<file path="config.mk">
export PLATFORM = sky130hd
export DESIGN_NAME = thermal_alarm_ctrl
export DESIGN_NICKNAME = d
export VERILOG_FILES = /design/src/rtl/thal_pkg.sv /design/src/rtl/thal_compare.sv /design/src/rtl/thal_fault_queue.sv /design/src/rtl/thal_alarm_out.sv /design/src/rtl/thermal_alarm_ctrl.sv
export SDC_FILE = /design/constraint.sdc
export NUM_CORES = 1
export LEC_CHECK = 0
export BUFFER_PORTS_ARGS = -buffer_cell sky130_fd_sc_hd__buf_2
export CAP_MARGIN = 0
export CORE_MARGIN = 3
export CORE_UTILIZATION = 40
export CTS_CLUSTER_SIZE = 28
export DETAILED_ROUTE_END_ITERATION = 7
export GPL_ROUTABILITY_DRIVEN = 0
export MAX_ROUTING_LAYER = met4
export PLACE_DENSITY_LB_ADDON = 0.1
export SYNTH_ARGS = -nofsm -noshare
export SYNTH_HDL_FRONTEND = slang
export SYNTH_HIERARCHICAL = 1
export SYNTH_SLANG_ARGS = --single-unit
export TNS_END_PERCENT = 5
</file>
<file path="constraint.sdc">
create_clock -name clk -period 9.2 [get_ports clk]
set_clock_uncertainty 0.1 [all_clocks]
set_input_delay 0 -clock clk [delete_from_list [all_inputs] [get_ports clk]]
set_output_delay 0 -clock clk [all_outputs]
set_load 0.01 [all_outputs]
</file>
<file path="src/rtl/thal_pkg.sv">
package thal_pkg;

    typedef struct packed {
        logic [2:0] unused;
        logic [1:0] depth_sel;
        logic       act_high;
        logic       irq_mode;
        logic       shutdown;
    } cfg_t;

    typedef struct packed {
        logic hot;
        logic cold;
    } cmp_t;

    typedef enum logic [1:0] {
        CLS_MID  = 2'd0,
        CLS_HOT  = 2'd1,
        CLS_COLD = 2'd2
    } cls_e;

    typedef enum logic [1:0] {
        IRQ_ARM_HOT   = 2'd0,
        IRQ_PEND_HOT  = 2'd1,
        IRQ_ARM_COLD  = 2'd2,
        IRQ_PEND_COLD = 2'd3
    } irq_e;

    localparam int DEPTH_W = 3;

    function automatic logic [DEPTH_W-1:0] depth_of(input logic [1:0] sel);
        case (sel)
            2'b00:   depth_of = 3'd1;
            2'b01:   depth_of = 3'd2;
            2'b10:   depth_of = 3'd4;
            default: depth_of = 3'd6;
        endcase
    endfunction

    function automatic cls_e classify(input cmp_t c);
        if (c.hot)       classify = CLS_HOT;
        else if (c.cold) classify = CLS_COLD;
        else             classify = CLS_MID;
    endfunction

endpackage

</file>
<file path="src/rtl/thal_compare.sv">
module thal_compare #(
    parameter int TEMP_W = 9
) (
    input  logic [TEMP_W-1:0] temp,
    input  logic [TEMP_W-1:0] hi_thr,
    input  logic [TEMP_W-1:0] lo_thr,
    output thal_pkg::cmp_t    res
);
    always_comb begin
        res.hot  = $signed(temp) > $signed(hi_thr);
        res.cold = $signed(temp) < $signed(lo_thr);
    end
endmodule

</file>
<file path="src/rtl/thal_fault_queue.sv">
module thal_fault_queue #(
    parameter int CNT_W = 3
) (
    input  logic           clk,
    input  logic           rst,
    input  logic           accept,
    input  thal_pkg::cmp_t cmp,
    input  logic [1:0]     depth_sel,
    output logic           hot_evt,
    output logic           cold_evt
);
    import thal_pkg::*;

    localparam logic [CNT_W-1:0] CNT_MAX = {CNT_W{1'b1}};

    cls_e             run_cls;
    logic [CNT_W-1:0] run_cnt;
    cls_e             cls_now;
    logic [CNT_W-1:0] cnt_nxt;
    logic [CNT_W-1:0] depth;

    always_comb begin
        cls_now = classify(cmp);
        depth   = CNT_W'(depth_of(depth_sel));
        if (cls_now == run_cls)
            cnt_nxt = (run_cnt == CNT_MAX) ? run_cnt : run_cnt + 1'b1;
        else
            cnt_nxt = {{(CNT_W-1){1'b0}}, 1'b1};
        hot_evt  = accept && (cls_now == CLS_HOT)  && (cnt_nxt >= depth);
        cold_evt = accept && (cls_now == CLS_COLD) && (cnt_nxt >= depth);
    end

    always_ff @(posedge clk) begin
        if (rst) begin
            run_cls <= CLS_MID;
            run_cnt <= '0;
        end else if (accept) begin
            run_cls <= cls_now;
            run_cnt <= cnt_nxt;
        end
    end

    // events only come from accepted samples
    a_r5_evt_needs_accept: assert property (@(posedge clk) disable iff (rst)
        (hot_evt || cold_evt) |-> accept);

    // a sample is never both kinds of event
    a_r2_evt_exclusive: assert property (@(posedge clk) disable iff (rst)
        $onehot0({hot_evt, cold_evt}));

    // state frozen while no sample is accepted
    a_r5_run_frozen: assert property (@(posedge clk) disable iff (rst)
        !accept |=> $stable(run_cnt));
endmodule

</file>
<file path="src/rtl/thal_alarm_out.sv">
module thal_alarm_out (
    input  logic clk,
    input  logic rst,
    input  logic hot_evt,
    input  logic cold_evt,
    input  logic reg_read,
    input  logic irq_mode,
    input  logic act_high,
    input  logic shutdown,
    output logic od_pull_low
);
    import thal_pkg::*;

    logic shut_q;
    logic comp_q;
    irq_e irq_q;
    irq_e irq_nxt;
    logic shut_entry;
    logic irq_pending;
    logic active;

    always_comb begin
        shut_entry = shutdown && !shut_q;
        irq_nxt    = irq_q;
        if (!irq_mode) begin
            irq_nxt = IRQ_ARM_HOT;
        end else begin
            case (irq_q)
                IRQ_ARM_HOT:   if (hot_evt)               irq_nxt = IRQ_PEND_HOT;
                IRQ_PEND_HOT:  if (reg_read || shut_entry) irq_nxt = IRQ_ARM_COLD;
                IRQ_ARM_COLD:  if (cold_evt)              irq_nxt = IRQ_PEND_COLD;
                default:       if (reg_read || shut_entry) irq_nxt = IRQ_ARM_HOT;
            endcase
        end
        irq_pending = (irq_q == IRQ_PEND_HOT) || (irq_q == IRQ_PEND_COLD);
        active      = irq_mode ? irq_pending : comp_q;
        od_pull_low = active ^ act_high;
    end

    always_ff @(posedge clk) begin
        if (rst) begin
            shut_q <= 1'b0;
            comp_q <= 1'b0;
            irq_q  <= IRQ_ARM_HOT;
        end else begin
            shut_q <= shutdown;
            irq_q  <= irq_nxt;
            if (irq_mode)      comp_q <= 1'b0;
            else if (hot_evt)  comp_q <= 1'b1;
            else if (cold_evt) comp_q <= 1'b0;
        end
    end

    // hot event in comparator mode turns the alarm on
    a_r6_hot_sets: assert property (@(posedge clk) disable iff (rst)
        (!irq_mode && hot_evt) |=> comp_q);

    // a read clears a pending interrupt
    a_r7_read_clears: assert property (@(posedge clk) disable iff (rst)
        (irq_mode && reg_read && irq_pending) |=> !irq_pending);

    // shutdown entry drops a pending interrupt
    a_r8_shutdown_irq: assert property (@(posedge clk) disable iff (rst)
        (irq_mode && shutdown && !shut_q && irq_pending) |=> !irq_pending);

    // comparator state survives shutdown
    a_r8_shutdown_comp: assert property (@(posedge clk) disable iff (rst)
        (!irq_mode && shutdown && comp_q) |=> comp_q);
endmodule

</file>
<file path="src/rtl/thermal_alarm_ctrl.sv">
module thermal_alarm_ctrl #(
    parameter int TEMP_W = 9,
    parameter int CNT_W  = 3
) (
    input  logic              clk,
    input  logic              rst,
    input  logic              smp_valid,
    input  logic [TEMP_W-1:0] smp_temp,
    input  logic [TEMP_W-1:0] thr_high,
    input  logic [TEMP_W-1:0] thr_low,
    input  logic [7:0]        cfg_reg,
    input  logic              reg_read,
    output logic              od_pull_low
);
    import thal_pkg::*;

    cfg_t cfg;
    cmp_t cmp;
    logic accept;
    logic hot_evt;
    logic cold_evt;

    assign cfg    = cfg_t'(cfg_reg);
    assign accept = smp_valid && !cfg.shutdown;

    thal_compare #(.TEMP_W(TEMP_W)) u_cmp (
        .temp   (smp_temp),
        .hi_thr (thr_high),
        .lo_thr (thr_low),
        .res    (cmp)
    );

    thal_fault_queue #(.CNT_W(CNT_W)) u_fq (
        .clk       (clk),
        .rst       (rst),
        .accept    (accept),
        .cmp       (cmp),
        .depth_sel (cfg.depth_sel),
        .hot_evt   (hot_evt),
        .cold_evt  (cold_evt)
    );

    thal_alarm_out u_out (
        .clk         (clk),
        .rst         (rst),
        .hot_evt     (hot_evt),
        .cold_evt    (cold_evt),
        .reg_read    (reg_read),
        .irq_mode    (cfg.irq_mode),
        .act_high    (cfg.act_high),
        .shutdown    (cfg.shutdown),
        .od_pull_low (od_pull_low)
    );
endmodule

</file>
# Yosys cells after proc, flatten, opt, wreduce, memory -nomap -nowiden
# Index checks and enable logic that the tools add are counted.
[word_totals]
elab_cells = 53
in_bits = 39
regBits = 9
output_inout_bits = 1
[classes]
n_lt_le_gt_ge = 3
bitwise_logic = 2
n_eq_ne = 12
mux = 13
n_reduce_logical = 17
add_sub_neg = 1
[ops]
columns = ["operator", "n"]
rows = [
  ["$mux W2", 6],
  ["$gt A9 B9 Y1", 1],
  ["$lt A9 B9 Y1", 1],
  ["$pmux W3 S3", 1],
  ["$eq A2 B2 Y1 const B", 4],
  ["$eq A2 B1 Y1 const B", 3],
  ["$logic_and A1 B1 Y1", 6],
  ["$mux W3", 2],
  ["$pmux W2 S3", 1],
  ["$logic_not A2 Y1", 2],
  ["$ne A2 B2 Y1 const B", 2],
  ["$reduce_and A4 Y1", 1],
  ["$reduce_or A2 Y1", 2],
  ["$add A3 B1 Y3 const B", 1],
  ["$eq A3 B3 Y1 const B", 1],
  ["$ge A3 B3 Y1", 1],
  ["$mux W1", 3],
  ["$reduce_bool A3 Y1", 1],
  ["$eq A2 B2 Y1", 1],
  ["$logic_not A1 Y1", 2],
  ["$logic_or A1 B1 Y1", 2],
  ["$ne A2 B1 Y1 const B", 1],
  ["$reduce_bool A2 Y1", 1],
  ["$not A1 Y1", 1],
  ["$xor A1 B1 Y1", 1],
]

# Logic depth before layout (Yosys ltp)
[depth]
word_depth = 9
depth_mapped = 17

# Modules after synthesis
# The synthesis kept the hierarchy.
[by_module_without_submodules]
columns = ["mod", "n_inst", "cells_per_inst", "area_per_inst_um2"]
rows = [
  ["thal_compare", 1, 61, 441.7],
  ["thal_fault_queue", 1, 47, 360.3],
  ["thal_alarm_out", 1, 33, 286.5],
  ["thermal_alarm_ctrl", 1, 1, 13.8],
]

# Least setup slack after synthesis
# No wires, ideal clock.
[synth_timing]
path_type = "input to register"
start = "input thr_low[6]"
end = "register u_out.irq_q[0]"
t_required_ps = 9028
cell_stages = 17
setup_time_ps = 72
path_buffers = 0
slack_ps = 6325
t_arrival_ps = 2704
path_cell_list = "inv_1 -> ha_1 -> a21o_1 -> a21oi_1 -> nor4bb_1 -> o22a_2 -> xnor2_1 -> a2bb2oi_2 -> nor2_1 -> ha_1 -> nand2b_1 -> a21o_1 -> a21oi_1 -> nor2_1 -> and2b_1 -> a311oi_2 -> mux2i_1"
[synth_lines]
columns = ["item", "line_no", "rtl"]
rows = [
  ["start: declaration", "thermal_alarm_ctrl.sv:10", "input logic [TEMP_W-1:0] thr_low,"],
  ["end signal: assignment", "thal_alarm_out.sv:47", "irq_q <= irq_nxt;"],
  ["end: declaration", "thal_alarm_out.sv:16", "irq_e irq_q;"],
]

==> results.toml <==
[die]
fp.coreArea_sq_um = 2540
die_area_sq_um = 3420
dieHeight_um = 58.5
ioPinCount = 40
rows = 18
start_util_pct = 43.3
die_w_um = 58.5

[setup_path]
crit_path_start_kind = "primary input"
path_cells = "buf_2, ha_1, a21o_1, a21oi_1, nor4bb_1, o22a_2, xnor2_1, a2bb2oi_2, nor2_1, ha_1, nand2b_1, a21o_1, a21oi_1, nor2_1, inv_1, a21oi_1, nor3_1, dlygate4sd3_1"
crit_arrival_ps = 3400
required_ps = 9300
crit_slowest_cell = "dlygate4sd3_1"
endpoint_kind = "flop"
worst-setup-path-type = "primary input to flop"
crit_top_cell = "a21oi_1"
worst-path-max-fanout = 8
max_stage_delay_ps = 570

[detailed_routing]
routedWlPerCell_um = 10.4
drt-vias-per-instance = 4.89
finalWirelength_um = 2230
num_vias = 1051
dr.pass1.iters = 4
drtAntennaViolNets = 0
drt_iter0_drc = 36
route.detailed.drc = 0

[clocking]
cts-hold-fix-buffers = 4
worstSkewPairLatency_ps = 270
path_clk_slew_ps = 70
clkSinkCount = 9
htree_levels = 1
post-cts-setup-buffer-count = 0
cts-root-buf = "clkbuf_4"
cts_resized = 0
cts_tree = "done"
cts.path.max_buffers = 2
numCtsBuffers = 3

[finish]
fin_nets = 251
regArea_sq_um = 180
layout.cells.non_filler = 215
multiInputGateArea_sq_um = 820
fillCellCount = 237
drive_gt1_share_pct = 23.2
syn_to_final_growth_pct = 25.3
antenna_cells = 0

[yosys]
seq_area_frac_synth_pct = 16.3
syn-num-nets = 207
netlist_instances = 142
synth-seq-cells = 9
syn_avg_cell_area_sq_um = 7.76
synth_area_sq_um = 1100
yosysWarnings = 6
synth.distinct_cells = 33

[sta]
hold_ws_ps = 63.9
tightest_slew_ps = 327
post-route-period-util_pct = 35.9
fin_setup_tns_ps = 0
finalHoldViolCount = 0
max_freq_ghz = 0.303
rsz0062_at_grt = "false"
final-max-slew-violation-count = 0
setup_viol = 0
period_needed_ps = 3300
slew-limit-headroom_pct = 78.2

[power_and_ir_drop]
ir_drop_mv = 0.0635
total_leakage_power_nw = 0.743
p_per_area_nw_per_um2 = 82.5
p_total_mw = 0.114

[global_routing]
grt_pass1_vias = 961
track_usage_pct = 14.5
grt_pass1_wl_um = 3780
grt_max_degree = 10
antenna_found_initial = 0
grt-ovfl-total = 0

[flow_run]
maxCapViolCount = 0

[min_path]
worstHoldPathType = "primary input to flop"

[status]
status = "completed"

[placement]
dp.final_hpwl_um = 1900
placedCellCount = 207
io_buffers = 36
## stage by stage
step                area (sq um)  worst slack (ps)  util [%]
floorplan                   1100              6320         -
global placement            1320              5930      51.7
detailed placement          1320              5870      51.7
CTS                         1380              5890      54.3
global route                1380              5570      54.3
finish                      1380              5900      54.3
## report_power, final
part / switching (mW) / internal, mW
clock: 0.0147 / 0.0167
combinational: 0.0202 / 0.0211
sequential: 0.00104 / 0.0402
## routing by layer
layer	track usage (%)	up-vias	part of all wire, %
met2	24.9	22	50
met1	16.6	458	43
li1	-	569	-
met5	-	-	0
met3	1.97	2	5.9
met4	6.95	0	0.81
## layout by cell type (no fill, tap or decap), types with 2 or more instances in the layout
master         synthesis  final
ha_1                  26     26
clkbuf_4               0      3
a21o_1                 3      3
dlygate4sd3_1          0      4
o211ai_1               2      2
nand2_1                9      9
buf_2                  1     36
nor2b_1                4      4
nand3_1                4      4
and2b_1                2      2
inv_1                 26     26
xor2_1                 2      2
nand2b_1               5      5
o21ai_0                2      2
a21oi_1               14     14
mux2i_1                2      2
dfxtp_1                9      9
nor3_1                 3      3
nand4_1                2      2
nor2_1                11     11
## sequential cells by signal (all words and copies together) (netlist names)
signal and flops:
u_fq/run_cnt 3, u_fq/run_cls 2, u_out/irq_q 2, u_out/shut_q 1, u_out/comp_q 1
## synth_stat cells
master | n | share of area (%)
nor2b_4 | 1 | 1.2
a21o_1 | 3 | 2.0
o21ai_0 | 2 | 0.91
a31o_1 | 1 | 0.79
xor2_1 | 2 | 1.6
nor4b_1 | 1 | 0.79
nand3b_1 | 1 | 0.68
or2b_1 | 1 | 0.68
nand2_1 | 9 | 3.1
nor2_1 | 11 | 3.7
a2bb2oi_2 | 1 | 1.4
mux2i_1 | 2 | 1.8
nor3_1 | 3 | 1.4
o22a_2 | 1 | 0.91
nand3_1 | 4 | 1.8
a311oi_2 | 1 | 1.4
o21ai_1 | 1 | 0.45
a211oi_1 | 1 | 0.68
o311a_1 | 1 | 0.91
nor4bb_1 | 1 | 0.91
nand2b_1 | 5 | 2.8
dfxtp_1 | 9 | 16
a21oi_1 | 14 | 6.4
and2b_1 | 2 | 1.4
nand4_1 | 2 | 1.1
a41o_1 | 1 | 0.91
buf_2 | 1 | 0.45
nor2b_1 | 4 | 2.3
xnor2_1 | 1 | 0.79
inv_1 | 26 | 8.9
ha_1 | 26 | 30
o211ai_1 | 2 | 1.4
o21bai_1 | 1 | 0.68
## critical path, delay by kind of cell
kind / cells / cell delay (ps)
xor gates and xnor gates: 1 / 70
adders and majority gates: 2 / 590
buffers and inverters: 3 / 740
and+or+nand+nor: 5 / 740
AOI/OAI and AO/OA: 7 / 1270
## cell type report
type / count / share of cell area (%)
Clock buffer: 4 / 1.90
Sequential cell: 9 / 13.0
Multi-Input combinational cell: 106 / 59.3
Timing Repair Buffer: 40 / 15.9
Inverter: 26 / 7.07
Tap cell: 30 / 2.72
## kinds of logic after synthesis
group                      after synthesis  share of synthesized area, %
AOI/OAI and AO/OA                       30                          18.7
xor gates and xnor gates                 3                          2.38
adders and majority gates               26                          29.5
buffers and inverters                   27                          9.31
DFF                                      9                          16.3
muxes                                    2                          1.82
and+or+nand+nor                         45                          21.9
## final timing paths
kind / startpoint / endpoint / slack [ps] / depth (start not counted)
min reg2reg: u_fq/run_cls[0]$_SDFFE_PP0P_ / u_fq/run_cls[0]$_SDFFE_PP0P_ / 390 / 2
max reg2reg: u_fq/run_cnt[0]$_SDFFE_PP0P_ / u_out/comp_q$_SDFFE_PP0P_ / 6320 / 13
max: smp_temp[6] / u_out/comp_q$_SDFFE_PP0P_ / 5900 / 18
min: smp_valid / u_fq/run_cls[0]$_SDFFE_PP0P_ / 60 / 4
Note: power is estimated with default switching activity, not from simulation.
